$ cat config.mk
export PLATFORM = sky130hd
export DESIGN_NAME = sharer_list_dir
export DESIGN_NICKNAME = d
export VERILOG_FILES = /design/src/rtl/dirll_pkg.sv /design/src/rtl/dirll_head_tbl.sv /design/src/rtl/dirll_link_store.sv /design/src/rtl/dirll_walk_ctrl.sv /design/src/rtl/sharer_list_dir.sv
export SDC_FILE = /design/constraint.sdc
export NUM_CORES = 1
export LEC_CHECK = 0
export ABC_AREA = 1
export CORE_MARGIN = 8
export CORE_UTILIZATION = 25
export DETAILED_ROUTE_END_ITERATION = 10
export PLACE_DENSITY_LB_ADDON = 0.1
export SYNTH_ARGS = -nofsm -noshare
export SYNTH_HDL_FRONTEND = slang
export SYNTH_SLANG_ARGS = --single-unit
export TNS_END_PERCENT = 50
$ cat constraint.sdc
create_clock -name clk -period 4.9 [get_ports clk]
set_input_delay 0.98 -clock clk [delete_from_list [all_inputs] [get_ports clk]]
set_output_delay 0.98 -clock clk [all_outputs]
set_load 0.005 [all_outputs]
$ cat src/rtl/dirll_pkg.sv
package dirll_pkg;

  typedef enum logic [1:0] {
    OP_NOP = 2'b00,
    OP_RD  = 2'b01,
    OP_WR  = 2'b10,
    OP_EV  = 2'b11
  } dir_op_e;

  typedef enum logic {
    ST_IDLE = 1'b0,
    ST_WALK = 1'b1
  } walk_st_e;

endpackage

$ cat src/rtl/dirll_head_tbl.sv
module dirll_head_tbl #(
  parameter int LINES = 4,
  parameter int LW    = 2,
  parameter int PW    = 3,
  parameter int NULLP = 4
) (
  input  logic          clk,
  input  logic          rst_n,
  input  logic [LW-1:0] rd_line,
  output logic [PW-1:0] head_ptr,
  input  logic          we,
  input  logic [PW-1:0] wd
);

  logic [PW-1:0] head_q [LINES];

  always_ff @(posedge clk or negedge rst_n) begin
    if (!rst_n) begin
      for (int l = 0; l < LINES; l++) head_q[l] <= PW'(NULLP);
    end else if (we) begin
      head_q[rd_line] <= wd;
    end
  end

  assign head_ptr = head_q[rd_line];

endmodule

$ cat src/rtl/dirll_link_store.sv
module dirll_link_store #(
  parameter int NODES = 4,
  parameter int LINES = 4,
  parameter int NW    = 2,
  parameter int LW    = 2,
  parameter int PW    = 3,
  parameter int NULLP = 4
) (
  input  logic          clk,
  input  logic          rst_n,
  input  logic [NW-1:0] a_node,
  input  logic [LW-1:0] a_line,
  input  logic [PW-1:0] old_head,
  input  logic          ins_en,
  input  logic          unl_en,
  input  logic          clr_en,
  input  logic          claim_en,
  output logic          q_mem,
  output logic [PW-1:0] q_prv,
  output logic [PW-1:0] q_nxt
);

  logic          mem_q [NODES][LINES];
  logic [PW-1:0] prv_q [NODES][LINES];
  logic [PW-1:0] nxt_q [NODES][LINES];

  assign q_mem = mem_q[a_node][a_line];
  assign q_prv = prv_q[a_node][a_line];
  assign q_nxt = nxt_q[a_node][a_line];

  always_ff @(posedge clk or negedge rst_n) begin
    if (!rst_n) begin
      for (int n = 0; n < NODES; n++) begin
        for (int l = 0; l < LINES; l++) begin
          mem_q[n][l] <= 1'b0;
          prv_q[n][l] <= PW'(NULLP);
          nxt_q[n][l] <= PW'(NULLP);
        end
      end
    end else begin
      for (int n = 0; n < NODES; n++) begin
        for (int l = 0; l < LINES; l++) begin
          if (l == int'(a_line)) begin
            if (n == int'(a_node)) begin
              if (claim_en) begin
                mem_q[n][l] <= 1'b1;
                prv_q[n][l] <= PW'(NULLP);
                nxt_q[n][l] <= PW'(NULLP);
              end else if (clr_en || unl_en) begin
                mem_q[n][l] <= 1'b0;
              end else if (ins_en) begin
                mem_q[n][l] <= 1'b1;
                prv_q[n][l] <= PW'(NULLP);
                nxt_q[n][l] <= old_head;
              end
            end else begin
              if (ins_en && old_head == PW'(n)) prv_q[n][l] <= PW'(a_node);
              if (unl_en && q_prv == PW'(n))    nxt_q[n][l] <= q_nxt;
              if (unl_en && q_nxt == PW'(n))    prv_q[n][l] <= q_prv;
            end
          end
        end
      end
    end
  end

endmodule

$ cat src/rtl/dirll_walk_ctrl.sv
module dirll_walk_ctrl
  import dirll_pkg::*;
#(
  parameter int NW    = 2,
  parameter int LW    = 2,
  parameter int PW    = 3,
  parameter int NULLP = 4
) (
  input  logic          clk,
  input  logic          rst_n,
  input  logic          cmd_valid,
  output logic          cmd_ready,
  input  logic [1:0]    cmd_op,
  input  logic [NW-1:0] cmd_node,
  input  logic [LW-1:0] cmd_line,
  output logic          inv_valid,
  input  logic          inv_ready,
  output logic [NW-1:0] inv_node,
  output logic [LW-1:0] inv_line,
  output logic          wr_done,
  input  logic [PW-1:0] head_ptr,
  input  logic          q_mem,
  input  logic [PW-1:0] q_prv,
  input  logic [PW-1:0] q_nxt,
  output logic [NW-1:0] a_node,
  output logic [LW-1:0] a_line,
  output logic          ins_en,
  output logic          unl_en,
  output logic          clr_en,
  output logic          claim_en,
  output logic          head_we,
  output logic [PW-1:0] head_wd
);

  walk_st_e      st_q;
  logic [NW-1:0] writer_q;
  logic [LW-1:0] wline_q;
  logic [PW-1:0] cursor_q;
  logic          idle, fire, cur_null, step, self_visit;

  assign idle       = (st_q == ST_IDLE);
  assign fire       = cmd_valid && idle;
  assign cur_null   = (cursor_q == PW'(NULLP));
  assign self_visit = (cursor_q[NW-1:0] == writer_q);

  assign cmd_ready = idle;
  assign inv_valid = !idle && !cur_null && !self_visit;
  assign inv_node  = cursor_q[NW-1:0];
  assign inv_line  = wline_q;
  assign wr_done   = !idle && cur_null;

  assign a_node = idle ? cmd_node : (cur_null ? writer_q : cursor_q[NW-1:0]);
  assign a_line = idle ? cmd_line : wline_q;

  assign ins_en   = fire && (cmd_op == OP_RD) && !q_mem;
  assign unl_en   = fire && (cmd_op == OP_EV) && q_mem;
  assign step     = !idle && !cur_null && (self_visit || inv_ready);
  assign clr_en   = step;
  assign claim_en = wr_done;

  assign head_we = ins_en || (unl_en && q_prv == PW'(NULLP)) || claim_en;
  assign head_wd = ins_en ? PW'(cmd_node) : (unl_en ? q_nxt : PW'(writer_q));

  always_ff @(posedge clk or negedge rst_n) begin
    if (!rst_n) begin
      st_q     <= ST_IDLE;
      writer_q <= '0;
      wline_q  <= '0;
      cursor_q <= PW'(NULLP);
    end else if (fire && cmd_op == OP_WR) begin
      st_q     <= ST_WALK;
      writer_q <= cmd_node;
      wline_q  <= cmd_line;
      cursor_q <= head_ptr;
    end else if (step) begin
      cursor_q <= q_nxt;
    end else if (wr_done) begin
      st_q     <= ST_IDLE;
      cursor_q <= PW'(NULLP);
    end
  end


  inv_hold_chk: assert property (@(posedge clk) disable iff (!rst_n)
    inv_valid && !inv_ready |=> inv_valid && $stable(inv_node) && $stable(inv_line));


  done_pulse_chk: assert property (@(posedge clk) disable iff (!rst_n)
    wr_done |=> !wr_done && cmd_ready);


  walk_block_chk: assert property (@(posedge clk) disable iff (!rst_n)
    cmd_valid && cmd_ready && cmd_op == OP_WR |=> !cmd_ready);


  no_repeat_chk: assert property (@(posedge clk) disable iff (!rst_n)
    inv_valid && inv_ready |=> !inv_valid || inv_node != $past(inv_node));

endmodule

$ cat src/rtl/sharer_list_dir.sv
module sharer_list_dir #(
  parameter int NODES = 4,
  parameter int LINES = 4,
  localparam int NW    = (NODES > 1) ? $clog2(NODES) : 1,
  localparam int LW    = (LINES > 1) ? $clog2(LINES) : 1,
  localparam int PW    = $clog2(NODES + 1),
  localparam int NULLP = NODES
) (
  input  logic          clk,
  input  logic          rst_n,
  input  logic          cmd_valid,
  output logic          cmd_ready,
  input  logic [1:0]    cmd_op,
  input  logic [NW-1:0] cmd_node,
  input  logic [LW-1:0] cmd_line,
  output logic          inv_valid,
  input  logic          inv_ready,
  output logic [NW-1:0] inv_node,
  output logic [LW-1:0] inv_line,
  output logic          wr_done
);

  logic [PW-1:0] head_ptr, head_wd, q_prv, q_nxt;
  logic [NW-1:0] a_node;
  logic [LW-1:0] a_line;
  logic          q_mem, ins_en, unl_en, clr_en, claim_en, head_we;

  dirll_walk_ctrl #(.NW(NW), .LW(LW), .PW(PW), .NULLP(NULLP)) u_ctrl (
    .clk(clk), .rst_n(rst_n),
    .cmd_valid(cmd_valid), .cmd_ready(cmd_ready), .cmd_op(cmd_op),
    .cmd_node(cmd_node), .cmd_line(cmd_line),
    .inv_valid(inv_valid), .inv_ready(inv_ready), .inv_node(inv_node),
    .inv_line(inv_line), .wr_done(wr_done),
    .head_ptr(head_ptr), .q_mem(q_mem), .q_prv(q_prv), .q_nxt(q_nxt),
    .a_node(a_node), .a_line(a_line),
    .ins_en(ins_en), .unl_en(unl_en), .clr_en(clr_en), .claim_en(claim_en),
    .head_we(head_we), .head_wd(head_wd)
  );

  dirll_head_tbl #(.LINES(LINES), .LW(LW), .PW(PW), .NULLP(NULLP)) u_head (
    .clk(clk), .rst_n(rst_n), .rd_line(a_line), .head_ptr(head_ptr),
    .we(head_we), .wd(head_wd)
  );

  dirll_link_store #(.NODES(NODES), .LINES(LINES), .NW(NW), .LW(LW),
                     .PW(PW), .NULLP(NULLP)) u_links (
    .clk(clk), .rst_n(rst_n), .a_node(a_node), .a_line(a_line),
    .old_head(head_ptr), .ins_en(ins_en), .unl_en(unl_en),
    .clr_en(clr_en), .claim_en(claim_en),
    .q_mem(q_mem), .q_prv(q_prv), .q_nxt(q_nxt)
  );

endmodule

Word-level counts from Yosys, hierarchy flattened --
Index checks and enable logic that the tools add are counted.
Operators by class: magnitude comparators 3, eq/ne operators 30, mux-type cells 64, bitwise operators 3, reductions and logical operators 96
Operator list (count):
- 4-bit AND reduction | 32
- 3-bit two-way mux | 38
- 12-bit binary-select mux with 2-bit select | 2
- 12-bit two-way mux | 4
- 3-bit AND reduction | 16
- 1-bit logical AND | 24
- 3-bit inequality test, second input constant | 8
- 3-bit binary-select mux with 2-bit select | 3
- 3-bit by 2-bit equality test with 1-bit output, second input constant | 6
- 3-bit nonzero test | 6
- 12-bit bitwise mux | 1
- 2-bit nonzero test | 5
- 3-bit by 1-bit equality test with 1-bit output, second input constant | 3
- 3-bit zero test | 3
- 4-bit binary-select mux with 2-bit select | 1
- 2-bit equality test, first input constant | 4
- 1-bit two-way mux | 8
- 4-bit two-way mux | 2
- 3-bit demux with 2-bit select | 1
- 3-bit equality test, second input constant | 2
- 3-bit greater-or-equal comparator, second input constant | 2
- 2-bit two-way mux | 3
- 2-bit inverter with 3-bit output | 2
- 1-bit by 2-bit equality test with 1-bit output, first input constant | 2
- 11 further kinds | 18
Word-level totals: bits in registers 132, input port bits 10, output and inout port bits 7

Longest topological paths before layout --
depth in word-level cells 16, depth in mapped cells 21

By module --
From an unflattened synthesis, not the netlist that was laid out.
Unflattened totals: cell total of the unflattened synthesis 1153, area total of the unflattened synthesis 7942.6 um^2
By module, submodules not included:
- dirll_link_store | instances 1, cells an instance 962, area each 6552.5 um^2
- dirll_walk_ctrl | instances 1, cells an instance 104, area each 734.5 um^2
- dirll_head_tbl | instances 1, cells an instance 87, area each 655.6 um^2

Least setup slack after synthesis --
Ideal clock, no wire load.
path kind input to register, start point in cmd_node[0], end point reg u_links.prv_q[10] (netlist name), setup time 0.116 ns, arrival time 2.657 ns, required time 4.784 ns, path slack 2.126 ns, stages 17, path buffers 3, cells stage by stage inv_1 > nand2_4 > buf_2 > buf_2 > nand3_1 > nand3_1 > nand3_1 > nand2_1 > nor2_4 > inv_2 > nand2_2 > nor2_4 > nor2_2 > nor2_8 > buf_6 > nand3_1 > nand2_1
On the way: longest elaborated chain between the ends 13, elaborated cells on any way between the ends 34, classes of those cells eq/ne: 4; mux: 21; bitwise: 1; reduce/logical: 8
RTL lines:
- start, declared | line sharer_list_dir.sv:14 | input logic [NW-1:0] cmd_node,
- 2-bit two-way mux * | line dirll_walk_ctrl.sv:52 | assign a_node = idle ? cmd_node : (cur_null ? writer_q : cursor_q[NW-1:0]);
- branches (longest 12 deep; another with 12-bit binary-select mux with 2-bit select)
- end signal, assigned by index | line dirll_link_store.sv:53 | prv_q[n][l] <= PW'(NULLP);
- end signal, assigned by index | line dirll_link_store.sv:57 | if (ins_en && old_head == PW'(n)) prv_q[n][l] <= PW'(a_node);
- end signal, assigned by index | line dirll_link_store.sv:59 | if (unl_en && q_nxt == PW'(n)) prv_q[n][l] <= q_prv;
- end, declared | line dirll_link_store.sv:24 | logic [PW-1:0] prv_q [NODES][LINES];
Every way passes the cells marked *. The select of a mux whose other input is x is not followed. A chain may end at the register's enable or synchronous reset.

==> flow_summary_export.csv <==
group,metric,value,unit
drt,avgViaCountPerCell,4.58,
synth,synth.distinct_cells,37,
drt,drt-wirelength-per-cell,17.1,um
clocking,post_cts_resized,0,
sta,slew_viol_final,0,
critical_path,worstSetupPathType,"in2out",
critical_path,cp_top_family,"buffers and inverters",
placement,numPortBuffers,16,
hold_path,hp-class,"reg2reg",
synth,synth_nets,1162,
synth,yosys.area.top_type,"dfrtp_1",
floorplan,die-area,0.0377,mm2
synth,synth_xor_area_share,0,%
pwr,p_leak,4.57,nW
sta,slew_headroom,36.6,%
final_layout,fillers,3531,
pwr,combPwrFrac,52.7,%
floorplan,core_area,0.0314,mm2
placement,dp_hpwl,20.3,mm
final_layout,multi_input_area,0.00404,mm2
pwr,p_per_area,766,mW/mm2
critical_path,cp_num_buf_inv,5,
synth,syn-cell-area,0.00794,mm2
final_layout,final_layout_size_suffix_gt1_share,14.2,%
critical_path,path_max_fanout,9,
sta,tns,0,ns
grt,grt_pass1_vias,7272,
synth,yosys_warnings,0,
synth,syn_avg_cell_area,6.90,um2
clocking,clock_latency,0.44,ns
drt,detail-route-antenna-nets,0,
hold_path,min_from,"u_links.nxt_q[35]$_DFFE_PN1P_",
grt,overflow,0,
grt,grt_max_degree,61,
final_layout,mostFrequentLayoutCell,"nand2_1",
synth,synth.ff_latch_count,132,
run_status,outcome,"finished, final reports clean",
sta,fin_hold_ws,0.463,ns
sta,hold_violations,0,
synth,synthMuxAreaShare,0,%
floorplan,die_y,194,um
synth,synth_top_area_share,29.9,%
drt,dr.pass1.iters,5,
critical_path,r2r-start,"u_ctrl.cursor_q[2]$_DFFE_PN1P_",
pwr,clkPwrFrac,20.4,%
sta,fin_skew,0.0157,ns
clocking,max-clock-path-buffers,2,
synth,synthCells,1152,
critical_path,path_cells,"clkdlybuf4s50_1 > inv_1 > nor3_2 > inv_2 > nand2_1 > nor2_1 > inv_1 > nor2_1 > clkdlybuf4s50_1",
pwr,p_sw_share,50.1,%
critical_path,arrival,2.80,ns
critical_path,endpoint_kind,"output pin",
critical_path,start_kind,"input pin",
synth,synth_compound_area_share,5.37,%
clocking,post_cts_buffers,0,
sta,worstMarginPinSlew,0.949,ns
final_layout,layout.nets,1177,
pwr,intPower,3.48,mW
pwr,switchingPower,3.50,mW
sta,fmax,265,MHz
clocking,path_clk_slew,0.07,ns
critical_path,crit_start,"cmd_op[1]",
clocking,cts_sinks,132,
final_layout,layout_common_cells,"nand2_1 (591), nand3_1 (127), dfrtp_1 (95)",
run,maxCapViolations,0,
final_layout,n_antenna_cell,0,
clocking,cts_tree,"built",
sta,setup_violations,0,
synth,synthTopCellsByArea,"dfrtp_1 (30%), nand2_1 (28%), dfstp_2 (12%)",
synth,synthAdderAreaFrac,0,%
grt,gr-usage-all-layers,14.8,%
synth,synth-simple-area-share,45.4,%
placement,gp_congestion,0.837,
drt,finalWirelength,27.1,mm
pwr,peakVddDrop,0.280,mV
critical_path,r2r_slack,1.32,ns
sta,period_minus_slack,3.78,ns
grt,grt_pass1_wl,43.2,mm
floorplan,row_count,65,
clocking,cts_buffers,17,
sta,fin_crit_sh,77.1,%
drt,drt_iter0_markers,559,
floorplan,die_x,194,um
floorplan,io_pins,17,
critical_path,cpMaxStageDelayCell,"clkdlybuf4s50_1",
final_layout,synthToLayoutAreaGrowth,14.8,%
synth,synth_top_family_by_area,"simple AND/OR/NAND/NOR gates",
sta,rsz0062_at_grt,"no",
critical_path,critPathMaxStageDelay,0.48,ns
final_layout,seqCellArea,0.00335,mm2
grt,antenna_found_initial,0,
drt,dr_total_vias,7247,
synth,synth.yosys.seq_area_share,42.2,%
drt,drc,0,
critical_path,cp_data_required_time,3.92,ns
clocking,h-tree-depth,4,
floorplan,initial_utilization,25.3,%
clocking,cts_root_buffer,"clkbuf_16",
clocking,ctsHoldBuffers,0,
pwr,pwr-share-seq,26.9,%
==> synthesized netlist by cell type (all sizes together) <==
cell type / instances
buf: 36
nand4: 16
o22ai: 1
nor2: 70
a211oi: 1
dfrtp: 95
nor3: 7
nand3: 133
inv: 69
a31oi: 2
dfstp: 37
clkinv: 4
o21ai: 65
nor4b: 1
a22oi: 1
nand3b: 2
clkbuf: 4
o221ai: 2
nand2: 606
==> per-layer routing <==
layer	track usage [%]	routed length (um)	vias to the layer above
met5	0	0	-
met4	5.01	528	0
met3	2.55	731	26
met2	22.3	11800	108
met1	20.9	14000	3435
li1	-	-	3678
==> final timing paths <==
path | to | cells after the start
hold / removal | u_links.nxt_q[35]$_DFFE_PN1P_ | 2
setup / recovery | inv_valid | 9
setup reg to reg | u_links.mem_q[2]$_DFFE_PN0P_ | 19
max in group asynchronous | u_links.nxt_q[23]$_DFFE_PN1P_ | 2
hold reg to reg | u_links.nxt_q[35]$_DFFE_PN1P_ | 2
min in group asynchronous | u_head.head_q[0]$_DFFE_PN0P_ | 1
==> kinds of logic after synthesis <==
kind of cell,after synthesis
AOI/OAI and AO/OA,72
buffers and inverters,113
DFF,132
and+or+nand+nor,835
==> power groups by stage <==
| stage | Sequential (mW) | Combinational [mW] | Clock (mW) |
|---|---|---|---|
| 4_1_cts | 1.88 | 3.72 | 1.46 |
| 2_1_floorplan | 1.77 | 2.68 | 0 |
| 3_3_place_gp | 1.91 | 3.71 | 0 |
| 6_report | 1.88 | 3.68 | 1.42 |
| 5_1_grt | 1.93 | 4.14 | 1.50 |
| 3_5_place_dp | 1.89 | 3.71 | 0 |
==> worst min-delay path, cell delays in order (launching register included) <==
cell and delay (ns):
dfstp_2 0.37, nand2_1 0.05, nand2_1 0.04
==> through the flow <==
stage | area (um2) | instances | power [mW] | setup WS (ns) | utilization (%)
floorplan | 7940 | 1152 | 4.45 | 2.13 | -
global placement | 8480 | 1550 | 5.62 | 0.800 | 27.0
detailed placement | 8480 | 1550 | 5.60 | 0.773 | 27.0
CTS | 9120 | 1582 | 7.05 | 1.11 | 29.0
global route | 9120 | 1582 | 7.57 | 0.827 | 29.0
finish | 9120 | 1582 | 6.98 | 1.12 | 29.0
==> area by class of cell <==
type | count | share of cell area, %
tap | 402 | 5.52
sequential | 132 | 36.7
inverter | 73 | 3.06
multi-input combinational | 907 | 44.3
clock inverter | 13 | 1.99
clock buffer | 19 | 4.97
timing repair buffer | 36 | 3.42
==> state kept, by name, indices dropped and copies added (netlist names) <==
name	count
u_ctrl.writer_q	2
u_ctrl.inv_line	2
u_links.prv_q	48
u_ctrl.cursor_q	3
u_ctrl.st_q	1
u_links.nxt_q	48
u_links.mem_q	16
u_head.head_q	12
Power figures use the tool's default switching activity.
